## config.mk

```make
export PLATFORM = sky130hd
export DESIGN_NAME = mpu_access_check
export DESIGN_NICKNAME = d
export VERILOG_FILES = /design/src/rtl/mpu_pkg.sv /design/src/rtl/mpu_desc_match.sv /design/src/rtl/mpu_fixed_rules.sv /design/src/rtl/mpu_access_check.sv
export SDC_FILE = /design/constraint.sdc
export NUM_CORES = 1
export LEC_CHECK = 0
export ABC_AREA = 1
export BUFFER_PORTS_ARGS = -buffer_cell sky130_fd_sc_hd__buf_2
export CORE_ASPECT_RATIO = 1.1
export CORE_UTILIZATION = 25
export CTS_CLUSTER_SIZE = 25
export DETAILED_ROUTE_END_ITERATION = 16
export SLEW_MARGIN = 10
export SYNTH_ARGS = -nofsm -noshare
export SYNTH_HDL_FRONTEND = slang
export SYNTH_SLANG_ARGS = --single-unit
```

## constraint.sdc

```tcl
create_clock -name clk -period 4.9 [get_ports clk]
set_clock_uncertainty 0.1 [all_clocks]
set_input_delay 0.735 -clock clk [delete_from_list [all_inputs] [get_ports clk]]
set_output_delay 0.735 -clock clk [all_outputs]
set_load 0.005 [all_outputs]
```

## src/rtl/mpu_pkg.sv

```systemverilog
package mpu_pkg;
    localparam int ADDR_W  = 23;
    localparam int NUM_MST = 3;
    localparam int MID_W   = 2;
    localparam int DATA_W  = 32;

    // Register field positions
    localparam int EN_LSB  = 24;
    localparam int WP_BIT  = 28;
    localparam int NX_BIT  = 29;
    localparam int CAP_LSB = 8;
    localparam int CAPM_LSB = 1;

    localparam logic [MID_W-1:0] MST_CPU = '0;
    localparam logic [1:0]       KIND_WR = 2'd1;

    typedef struct packed {
        logic [ADDR_W-1:0]  lo;
        logic [ADDR_W-1:0]  hi;
        logic [NUM_MST-1:0] en;
        logic               wp;
        logic               nx;
    } desc_t;
endpackage

```

## src/rtl/mpu_desc_match.sv

```systemverilog
module mpu_desc_match
    import mpu_pkg::*;
(
    input  desc_t              desc,
    input  logic [MID_W-1:0]   mst,
    input  logic [1:0]         kind,
    input  logic [ADDR_W-1:0]  addr,
    output logic               grant
);
    logic in_rng;
    logic mst_en;
    logic is_wr;
    logic is_fetch;

    always_comb begin
        in_rng   = (addr >= desc.lo) && (addr <= desc.hi);
        mst_en   = 1'b0;
        for (int i = 0; i < NUM_MST; i++) begin
            if (mst == MID_W'(i)) mst_en = desc.en[i];
        end
        is_wr    = (kind == KIND_WR);
        is_fetch = kind[1];
        grant    = in_rng && mst_en && !(is_wr && desc.wp) && !(is_fetch && desc.nx);
    end
endmodule

```

## src/rtl/mpu_fixed_rules.sv

```systemverilog
module mpu_fixed_rules
    import mpu_pkg::*;
#(
    parameter logic [ADDR_W-1:0] PAGE_LO = 23'h10,
    parameter logic [ADDR_W-1:0] PAGE_HI = 23'h17,
    parameter logic [ADDR_W-1:0] PERI_HI = 23'h7FF
) (
    input  logic [MID_W-1:0]   mst,
    input  logic               sup,
    input  logic [1:0]         kind,
    input  logic [ADDR_W-1:0]  addr,
    input  logic               err_flag,
    output logic               force_ok,
    output logic               force_deny
);
    logic is_rw;
    logic is_cpu;
    logic in_page;
    logic in_peri;

    always_comb begin
        is_rw      = !kind[1];
        is_cpu     = (mst == MST_CPU);
        in_page    = (addr >= PAGE_LO) && (addr <= PAGE_HI);
        in_peri    = (addr <= PERI_HI);
        force_ok   = is_rw && is_cpu && (in_page || (sup && err_flag && in_peri));
        force_deny = is_rw && !is_cpu && in_page;
    end
endmodule

```

## src/rtl/mpu_access_check.sv

```systemverilog
module mpu_access_check
    import mpu_pkg::*;
#(
    parameter int                NUM_DESC = 8,
    parameter logic [ADDR_W-1:0] PAGE_LO  = 23'h10,
    parameter logic [ADDR_W-1:0] PAGE_HI  = 23'h17,
    parameter logic [ADDR_W-1:0] PERI_HI  = 23'h7FF,
    localparam int               REG_AW   = $clog2(2*NUM_DESC+1)
) (
    input  logic               clk,
    input  logic               rst,
    input  logic               acc_valid,
    input  logic [MID_W-1:0]   acc_mst,
    input  logic               acc_sup,
    input  logic [1:0]         acc_kind,
    input  logic [ADDR_W-1:0]  acc_addr,
    output logic               acc_ok,
    output logic               acc_viol,
    input  logic               reg_wr,
    input  logic [REG_AW-1:0]  reg_addr,
    input  logic [DATA_W-1:0]  reg_wdata,
    output logic [DATA_W-1:0]  reg_rdata,
    output logic               irq_req,
    input  logic               vec_ack
);
    typedef struct packed {
        desc_t [NUM_DESC-1:0] desc;
        logic                 flag;
        logic [ADDR_W-1:0]    cap_addr;
        logic [MID_W-1:0]     cap_mst;
        logic                 irq;
    } state_t;

    state_t s_d, s_q;

    logic [NUM_DESC-1:0] hit;
    logic                force_ok;
    logic                force_deny;
    logic                legal;
    logic                clr_req;
    logic                err_flag;
    logic [ADDR_W-1:0]   cap_addr;

    assign err_flag = s_q.flag;
    assign cap_addr = s_q.cap_addr;

    // One range matcher per descriptor
    for (genvar g = 0; g < NUM_DESC; g++) begin : g_desc
        mpu_desc_match u_match (
            .desc  (s_q.desc[g]),
            .mst   (acc_mst),
            .kind  (acc_kind),
            .addr  (acc_addr),
            .grant (hit[g])
        );
    end

    mpu_fixed_rules #(
        .PAGE_LO (PAGE_LO),
        .PAGE_HI (PAGE_HI),
        .PERI_HI (PERI_HI)
    ) u_fixed (
        .mst        (acc_mst),
        .sup        (acc_sup),
        .kind       (acc_kind),
        .addr       (acc_addr),
        .err_flag   (s_q.flag),
        .force_ok   (force_ok),
        .force_deny (force_deny)
    );

    always_comb begin
        legal    = !force_deny && (force_ok || (|hit));
        acc_ok   = acc_valid && legal;
        acc_viol = acc_valid && !legal;
        irq_req  = s_q.irq;
    end

    always_comb begin
        s_d     = s_q;
        clr_req = reg_wr && (reg_addr == '0) && reg_wdata[0];
        if (clr_req) s_d.flag = 1'b0;

        for (int i = 0; i < NUM_DESC; i++) begin
            if (reg_wr && (reg_addr == REG_AW'(2*i+1))) begin
                s_d.desc[i].lo = reg_wdata[ADDR_W-1:0];
            end
            if (reg_wr && (reg_addr == REG_AW'(2*i+2))) begin
                s_d.desc[i].hi = reg_wdata[ADDR_W-1:0];
                s_d.desc[i].en = reg_wdata[EN_LSB +: NUM_MST];
                s_d.desc[i].wp = reg_wdata[WP_BIT];
                s_d.desc[i].nx = reg_wdata[NX_BIT];
            end
        end

        if (acc_viol) begin
            s_d.flag = 1'b1;
            if (!s_q.flag || clr_req) begin
                s_d.cap_addr = acc_addr;
                s_d.cap_mst  = acc_mst;
            end
        end

        s_d.irq = (s_q.irq && !vec_ack) || (acc_viol && (acc_mst == MST_CPU));
    end

    // Register readback
    always_comb begin
        reg_rdata = '0;
        if (reg_addr == '0) begin
            reg_rdata[0]                   = s_q.flag;
            reg_rdata[CAPM_LSB +: MID_W]   = s_q.cap_mst;
            reg_rdata[CAP_LSB +: ADDR_W]   = s_q.cap_addr;
        end
        for (int i = 0; i < NUM_DESC; i++) begin
            if (reg_addr == REG_AW'(2*i+1)) begin
                reg_rdata[ADDR_W-1:0] = s_q.desc[i].lo;
            end
            if (reg_addr == REG_AW'(2*i+2)) begin
                reg_rdata[ADDR_W-1:0]         = s_q.desc[i].hi;
                reg_rdata[EN_LSB +: NUM_MST]  = s_q.desc[i].en;
                reg_rdata[WP_BIT]             = s_q.desc[i].wp;
                reg_rdata[NX_BIT]             = s_q.desc[i].nx;
            end
        end
    end

    always_ff @(posedge clk) begin
        if (rst) s_q <= '0;
        else     s_q <= s_d;
    end
endmodule

```

==> impl_results.md <==
- Status: complete, no violations
- Slew @ Worst Pin: 1.06 ns
- CP Launch Type: input pin
- Post-synth top area cell: dfxtp_1
- Initial Util: 25.4%
- Final setup fails: 0
- PD cells: about 290 mW/mm2
- Die Area: 0.116 mm2
- Flop-to-flop setup slack: around 1.5 ns
- Final Max Tran Viols: 0
- Syn Std Cell Area: 0.0287 mm2
- Die Width: ~320 um
- Post-cts resize count: 0
- Syn Area/Cell: 6.68 um2
- Leakage power: 0.0135 uW
- Die height: 357 um
- Final nets: 4778
- Reg clk slew, reported paths: 0.06 ns
- Register area share after synthesis: a little under a third
- Synth Register Bits: 435
- Syn-to-layout area delta: 15.2%
- Max clock buf depth: 3
- Worst VDD drop: 251 uV
- CTS tree: done
- Gr usage total: 19.2%
- Final GP Congestion: around 0.94
- # DRC: 0
- Layout cell share with drive strength beyond 1: 7.92%
- Hold path startpoint: vec_ack
- Post-Syn Instances: 4287
- Number of global-route vias before repair: 25683
- Io pins: 105
- Post-DRT Antenna Nets: 0
- RSZ-0062 raised after global routing: false
- Cell chosen for the clock root: clkbuf_16
- Hold WC Path Type: input pin to register
- Num rows: about 130
- Crit Reg-Reg Startpoint: s_q[360]$_SDFFE_PP0P_
- Endpoint class of the critical path: output pin
- Worst r2r path cells: 19
- Crit path DAT: roughly 3.7 ns
- Cts bufs inserted: 51
- Reg2Reg Capture Point: cap_addr[21]$_SDFFE_PP0P_
- DR pass1 iterations: 5
- Clock sink count: roughly 440
- Yosys top cell area share: 30.4%
- Worst-path fanout max: 10
- Maxcap violations: 0
- Top cells by area, synth: dfxtp_1, ha_1, nand2_1
- Hold depth: 4
- Max Fclk: approximately 220 MHz
- Initial antenna violation count: 15
- Distinct cells, synth: 42
- WP data required: 4.07 ns
- DR vias: 28575
- CTS Hold Bufs: 0
- Final hold vios: 0
- Worst-skew pair later-pin latency: 0.63 ns
- Total power: 9420 uW
- Final HPWL DP: about 83000 um
- Total core area: 0.113 mm2
- Post-synth net total: 4725
- Initial DRC Count: 2908
- Most common cell after layout, fill and taps aside: nand2_1
- Setup TNS: 0 ns
- Largest net degree at the start of global routing: 209
- Post-CTS Repair Setup Buffers: 0
- Routed WL per cell: slightly below 20 um
- Hold-critical path endpoint: irq_req$_SDFF_PP0_
- Slew headroom: 29.2%
- YS warnings: 0
- GRT overflow: 0
- Most frequent cells in the layout: nand2_1, inv_1, a21oi_1
- Critical path type: input pin to output pin
- Final period utilization: between 90 and 100%
- First-pass GRT wire length: between 150000 and 200000 um
- DR vias/cell: 4.85
- Port-buffer cells: 99
- Final WL: 115000 um
- # H-tree levels: 2
- Time the worst path needs with I/O delays and setup: around 4.5 ns
==> Yosys cell counts (all sizes together) <==
| cell type | instances |
|---|---|
| nand3 | 108 |
| nand4 | 109 |
| nor4b | 2 |
| dfxtp | 435 |
| ha | 368 |
| a21boi | 3 |
| clkbuf | 172 |
| o22ai | 23 |
| o21a | 6 |
| nor4 | 7 |
| nand2 | 976 |
| a21o | 18 |
| o221ai | 6 |
| nand3b | 10 |
| o2111ai | 4 |
| inv | 630 |
| or2 | 1 |
| conb | 1 |
| nor2 | 310 |
| o21bai | 2 |
| buf | 24 |
| a21oi | 564 |
| and3 | 1 |
| o21ai | 459 |
| nor3 | 18 |
| clkinv | 19 |
| o2111a | 1 |
| o211ai | 10 |
==> where the power goes <==
part,switching (uW),leakage [uW],internal [uW],total (uW)
Sequential,23.9,0.00352,3600,3620
Combinational,901,0.00902,407,1310
Clock,1710,0.000947,2780,4490
==> registers in the layout, summed over array words and instances, names as in the netlist <==
signal    count
cap_addr     23
err_flag      1
irq_req       1
s_q         410
==> routing by layer <==
metal  wire (um)  track usage [%]  part of all wire (%)
met1       49000             24.7                    42
met2       51500             31.3                    45
met3        8820             2.83                   7.7
met4        5870             9.25                   5.1
met5          80                0                 0.069
==> worst max-delay path, stage by stage <==
cell and delay, ns:
buf_2 0.12, inv_2 0.06, nand3_1 0.22, nor2_2 0.20
nand2_1 0.09, nand2_1 0.07, a21oi_1 0.16, nand3_1 0.11
nor3_1 0.40, nand3_1 0.31, nor3_1 0.47, nand4_1 0.23
nand2_1 0.16, nand3_1 0.15, buf_2 0.18
==> logic make-up after synthesis <==
logic type | share of synthesized area, %
other | 0.0131
adder cells (fa/ha/maj) | 16.1
flip-flops | 30.4
AND/OR/NAND/NOR | 22.4
AO/OA/AOI/OAI | 19.9
buffers and inverters | 11.3
==> through the flow <==
stage | hold WS [ns] | util [%] | worst slack [ns] | std cells | cell area (um2)
after detailed placement | 0.358 | 27.5 | 0.499 | 5793 | 31000
after floorplan | 0.339 | - | 1.61 | 4287 | 28700
after global routing | 0.295 | 29.2 | 0.324 | 5889 | 33000
final | 0.278 | 29.2 | 0.390 | 5892 | 33000
after global placement | 0.354 | 27.5 | 0.515 | 5793 | 31000
after CTS | 0.261 | 29.2 | 0.485 | 5887 | 33000
==> worst max path at each step <==
stage | from | end | cells after the start
after global placement | reg_addr[4] | reg_rdata[0] | 15
after global routing | reg_addr[4] | reg_rdata[0] | 15
after detailed placement | reg_addr[4] | reg_rdata[0] | 15
final | reg_addr[4] | reg_rdata[0] | 15
after CTS | reg_addr[4] | reg_rdata[0] | 15
after floorplan | acc_addr[0] | acc_viol | 17
==> final cells by class <==
class                      instances  area [um2]
antenna                            5        12.5
clock buffer                      71        1470
clock inverter                    23         469
fill                           12467       80000
inverter                         649        2450
multi-input combinational       3007       16700
sequential                       435        8710
tap                             1506        1880
timing repair buffer             196        1270
No activity file was read; power rests on OpenSTA's default activity.
